[config.mk]
export PLATFORM = sky130hd
export DESIGN_NAME = sirq_ident
export DESIGN_NICKNAME = d
export VERILOG_FILES = /design/src/rtl/sirq_pkg.sv /design/src/rtl/sirq_prio.sv /design/src/rtl/sirq_tx_flag.sv /design/src/rtl/sirq_ident.sv
export SDC_FILE = /design/constraint.sdc
export NUM_CORES = 1
export LEC_CHECK = 0
export BUFFER_PORTS_ARGS = -buffer_cell sky130_fd_sc_hd__buf_2
export CORE_AREA = 2 2 39 41
export DETAILED_ROUTE_END_ITERATION = 6
export DIE_AREA = 0 0 41 43
export GPL_ROUTABILITY_DRIVEN = 1
export SYNTH_ARGS = -nofsm -noshare
export SYNTH_HDL_FRONTEND = slang
export SYNTH_HIERARCHICAL = 1
export SYNTH_SLANG_ARGS = --single-unit
[constraint.sdc]
create_clock -name clk -period 1.85 [get_ports clk]
set_input_delay 0.185 -clock clk [delete_from_list [all_inputs] [get_ports clk]]
set_output_delay 0.185 -clock clk [all_outputs]
set_load 0.02 [all_outputs]
[src/rtl/sirq_pkg.sv]
package sirq_pkg;
    localparam int DATA_W  = 8;
    localparam int EN_W    = 4;
    localparam int NSRC    = 4;
    localparam int SRC_IW  = $clog2(NSRC);

    // cause codes in the low nibble of the identification byte
    localparam logic [3:0] CODE_NONE = 4'h1;
    localparam logic [3:0] CODE_LINE = 4'h6;
    localparam logic [3:0] CODE_RXTO = 4'hC;
    localparam logic [3:0] CODE_TXE  = 4'h2;
    localparam logic [3:0] CODE_MDM  = 4'h0;
    localparam logic [7:0] FIFO_IND  = 8'hC0;

    // enable bit positions
    localparam int EN_RX  = 0;
    localparam int EN_TX  = 1;
    localparam int EN_LS  = 2;
    localparam int EN_MDM = 3;

    // source index = priority rank (0 highest)
    localparam int SRC_LINE = 0;
    localparam int SRC_RX   = 1;
    localparam int SRC_TX   = 2;
    localparam int SRC_MDM  = 3;

    typedef struct packed {
        logic [EN_W-1:0] en;
    } en_state_t;

    function automatic logic [3:0] src_code(input logic [SRC_IW-1:0] idx);
        case (idx)
            SRC_IW'(SRC_LINE): src_code = CODE_LINE;
            SRC_IW'(SRC_RX):   src_code = CODE_RXTO;
            SRC_IW'(SRC_TX):   src_code = CODE_TXE;
            default:           src_code = CODE_MDM;
        endcase
    endfunction
endpackage

[src/rtl/sirq_prio.sv]
module sirq_prio #(
    parameter int NREQ = 4,
    localparam int IW = (NREQ > 1) ? $clog2(NREQ) : 1
) (
    input  logic [NREQ-1:0] req,
    output logic            any,
    output logic [IW-1:0]   idx
);
    // lowest index wins
    always_comb begin
        idx = '0;
        for (int i = NREQ - 1; i >= 0; i--) begin
            if (req[i]) idx = IW'(i);
        end
        any = |req;
    end
endmodule

[src/rtl/sirq_tx_flag.sv]
module sirq_tx_flag (
    input  logic clk,
    input  logic rst_n,
    input  logic set_i,
    input  logic clr_i,
    output logic flag_o
);
    typedef struct packed {
        logic pend;
    } flag_state_t;

    flag_state_t st_d, st_q;

    always_comb begin
        st_d = st_q;
        if (clr_i) st_d.pend = 1'b0;
        if (set_i) st_d.pend = 1'b1;   // a new event outranks consumption
    end

    always_ff @(posedge clk or negedge rst_n) begin
        if (!rst_n) st_q <= '0;
        else        st_q <= st_d;
    end

    assign flag_o = st_q.pend;

    AST_SET_WINS: assert property (@(posedge clk) disable iff (!rst_n)
        set_i |=> flag_o);
    AST_HOLD: assert property (@(posedge clk) disable iff (!rst_n)
        (!set_i && !clr_i) |=> $stable(flag_o));
endmodule

[src/rtl/sirq_ident.sv]
module sirq_ident
    import sirq_pkg::*;
(
    input  logic              clk,
    input  logic              rst_n,
    input  logic              ier_wr,
    input  logic              data_wr,
    input  logic              iir_rd,
    input  logic [DATA_W-1:0] wdata,
    input  logic              overrun,
    input  logic              rx_avail,
    input  logic [3:0]        msr_delta,
    input  logic              fifo_en,
    output logic [DATA_W-1:0] ier_o,
    output logic [DATA_W-1:0] iir_o,
    output logic              irq
);
    en_state_t st_d, st_q;

    logic              tx_pend;
    logic              tx_set, tx_clr;
    logic [NSRC-1:0]   req;
    logic              any_req;
    logic [SRC_IW-1:0] win;
    logic [3:0]        code;

    always_comb begin
        st_d   = st_q;
        tx_set = data_wr;
        if (ier_wr) begin
            st_d.en = wdata[EN_W-1:0];
            if (!st_q.en[EN_TX] && wdata[EN_TX]) tx_set = 1'b1;
        end
    end

    always_ff @(posedge clk or negedge rst_n) begin
        if (!rst_n) st_q <= '0;
        else        st_q <= st_d;
    end

    always_comb begin
        req           = '0;
        req[SRC_LINE] = overrun   && st_q.en[EN_LS];
        req[SRC_RX]   = rx_avail  && st_q.en[EN_RX];
        req[SRC_TX]   = tx_pend   && st_q.en[EN_TX];
        req[SRC_MDM]  = (|msr_delta) && st_q.en[EN_MDM];
    end

    sirq_prio #(.NREQ(NSRC)) u_prio (
        .req (req),
        .any (any_req),
        .idx (win)
    );

    assign code   = any_req ? src_code(win) : CODE_NONE;
    assign tx_clr = iir_rd && (code == CODE_TXE);

    sirq_tx_flag u_txf (
        .clk    (clk),
        .rst_n  (rst_n),
        .set_i  (tx_set),
        .clr_i  (tx_clr),
        .flag_o (tx_pend)
    );

    assign ier_o = {{(DATA_W-EN_W){1'b0}}, st_q.en};
    assign iir_o = (fifo_en ? FIFO_IND : 8'h00) | {4'h0, code};
    assign irq   = any_req;

    AST_LINE_FIRST: assert property (@(posedge clk) disable iff (!rst_n)
        (overrun && ier_o[2]) |-> (iir_o[3:0] == 4'h6));
    AST_RX_TIMEOUT: assert property (@(posedge clk) disable iff (!rst_n)
        (rx_avail && ier_o[0] && !(overrun && ier_o[2])) |-> (iir_o[3:0] == 4'hC));
    AST_IRQ_CAUSE: assert property (@(posedge clk) disable iff (!rst_n)
        !irq |-> (iir_o[3:0] == 4'h1));
    AST_TX_CONSUME: assert property (@(posedge clk) disable iff (!rst_n)
        (iir_rd && iir_o[3:0] == 4'h2 && !data_wr && !ier_wr)
        |=> !(ier_o[1] && iir_o[3:0] == 4'h2 && !overrun && !rx_avail));
    AST_IER_UPPER: assert property (@(posedge clk) disable iff (!rst_n)
        ier_wr |=> (ier_o[7:4] == 4'h0));
    AST_FIFO_IND: assert property (@(posedge clk) disable iff (!rst_n)
        fifo_en |-> (iir_o[7:6] == 2'b11));
endmodule

==> results.yml <==
cells_and_area:
  finalNetCount: 85
  nFillCells: 163
  diodes: 0
  fin_cells: 80
  layout_common_cells: "23 x buf_2, 6 x conb_1, 5 x dfrtp_1"
  drive_above_1_share_pct: 48.4
  mostFrequentLayoutCell: "buf_2"
  area_delta_synth_final_pct: 37.1
logic_synthesis:
  yosysTopAreaCellShare_pct: 35.7
  ys_seq_elements: 5
  synthTopCellsByArea: "dfrtp_1 36%, buf_4 17%, mux2_2 9.6%, and2_1 7.1%, inv_1 4.3%"
  synth_area_leader_cell: "dfrtp_1"
  yosysWarnings: 6
  syn_avg_cell_area_um2: 8.98
  netlist_area_um2: 350
  yosysUniqueCellTypes: 18
  netlist_instances: 39
  ys_seq_area_share_pct: 35.7
placement:
  placed_cells: 75
  place.gp.congestion: 0.663
  port_buffers: 23
  dp.final_hpwl_um: 572
drt:
  drc: 0
  drt_first_pass_iters: 1
  ant_nets: 0
  avgRoutedWirePerCell_um: 7.99
  vias_per_cell: 3.86
  wl_met2_um: 377
  dr_total_vias: 309
  wl_met1_um: 213
  routed_wl_um: 639
  top_layer: "met3"
  wl_met3_um: 48
  drtIter0Drc: 0
cts:
  clk_latency_ns: 0.24
  h-tree-depth: 1
  cts-resized-gates: 0
  cts.sinks: 5
  path_clk_slew_ns: 0.04
  cts_tree: "yes"
  ctsLongestPathBuffers: 2
  cts_inserted_buffers: 3
  clockRootBuffer: "clkbuf_4"
worst_setup_path:
  worstPathArrival_ns: 1.46
  crit_path_end_kind: "primary output"
  r2r_setup_slack_ns: 0.54
  cp_cell_sequence: "and2_1 > nor2_1 > nand2_1 > nor2b_1 > and2_1 > buf_2"
  max_stage_delay_ns: 0.39
  crit_slowest_cell: "dfrtp_1"
  required_ns: 1.66
  startpoint_type: "flip-flop"
  crit_top_cell: "and2_1"
  cp_max_fo: 4
  path_class: "reg -> out"
status:
  status: "finished clean"
die:
  die_w_um: 41
  rows: 14
  start_util_pct: 25.3
  die-area_um2: 1760
  io_pins: 37
  core_area_um2: 1380
  die_height_um: 43
sta:
  final-hold-violation-count: 0
  period_needed_ns: 1.65
  setup_viol: 0
  rsz0062_at_grt: "no"
  slew_violations: 0
  fin_crit_sh_pct: 89.2
  fmax_ghz: 0.606
  finClkSkew_ns: 0.00141
  timing.setup.tns_ns: 0
grt:
  grt_usage_pct: 7.98
  grt_overflow: 0
  first_global_vias: 263
  antenna_found_initial: 0
  grt_pass1_wl_um: 917
  grt_max_degree: 6
worst_hold_path:
  hold_path_class: "in -> reg"
power_and_ir_drop:
  vdd_ir_drop_max_mv: 0.289
  leakage_nw: 0.259
  power_density_nw_per_um2: 802
job:
  max-cap-violations: 0
## worst max-delay path: cells and delay by family, from the launching register on
family	cells	cell delay (ns)
flops	1	0.39
buf+inv	1	0.15
simple gates	5	0.69
## routing by layer
| layer | track usage, % | vias to the layer above |
|---|---|---|
| li1 | - | 160 |
| met3 | 1.57 | 0 |
| met5 | 0 | - |
| met2 | 13.8 | 10 |
| met1 | 6.56 | 139 |
| met4 | 8.00 | 0 |
## worst paths after layout
path,startpoint,end,cells past startpoint
worst max-delay path,st_q[1],iir_o[3],6
worst min-delay path,wdata[0],st_q[0],2
worst max register to register,st_q[1],u_txf/flag_o,7
worst min register to register,u_txf/flag_o,u_txf/flag_o,1
max in group asynchronous,rst_n,u_txf/flag_o,2
min in group asynchronous,rst_n,st_q[2],2
## layout make-up
cell class	instances	area (um2)	share of cell area (%)
clock buffers	4	26.3	5.47
inverters	4	15.0	3.12
multi-input cells	27	169	35.2
flip-flops and latches	5	125	26.0
well taps	16	20.0	4.17
repair buffers	24	125	26.0
## sequential cells by signal (all words and copies together), names as in the netlist
signal,flops
st_q,4
u_txf/flag_o,1
## cells in the mapped netlist
| library cell | count |
|---|---|
| buf_4 | 8 |
| dfrtp_1 | 5 |
| and2_1 | 4 |
| inv_1 | 4 |
| mux2_2 | 3 |
| nand2_1 | 2 |
| nor2_1 | 2 |
| a21o_1 | 1 |
| a21oi_2 | 1 |
| and3_1 | 1 |
| conb_1 | 1 |
| nand2b_1 | 1 |
| nor2b_1 | 1 |
| nor2b_2 | 1 |
| nor3_1 | 1 |
| o21ai_0 | 1 |
| o21bai_1 | 1 |
| o41a_1 | 1 |
## through the flow
stage	instance area (um2)	setup slack, ns	power, mW	hold WS [ns]	util (%)
floorplan	369	0.0690	0.231	-0.111	-
global placement	444	0.277	0.260	0.00382	32.1
detailed placement	444	0.247	0.262	0.00611	32.1
CTS	480	0.169	0.395	0.166	34.7
global route	480	0.0996	0.414	0.176	34.7
finish	480	0.200	0.385	0.176	34.7
## repair_timing
item,CTS,global route
hold buffers,1,0
endpoints found under the setup margin,0,0
buffers inserted,0,0
endpoints found under the hold margin,5,0
## report_power, final
| part | internal [mW] | switching, mW | total, mW |
|---|---|---|---|
| Combinational | 0.0540 | 0.0789 | 0.133 |
| Clock | 0.0815 | 0.0446 | 0.126 |
| Sequential | 0.120 | 0.00636 | 0.126 |
| Total | 0.255 | 0.130 | 0.385 |
## kinds of logic (layout without fill, tap and decap cells)
kind of cell,count (synthesis),in the layout,share of synthesized area (%)
AOI/OAI and AO/OA,5,5,11.4
buffers and inverters,12,32,21.4
DFF,5,5,35.7
muxes,3,3,9.64
other,1,6,1.07
and+or+nand+nor,13,13,20.7
(Power assumes the default switching activity.)
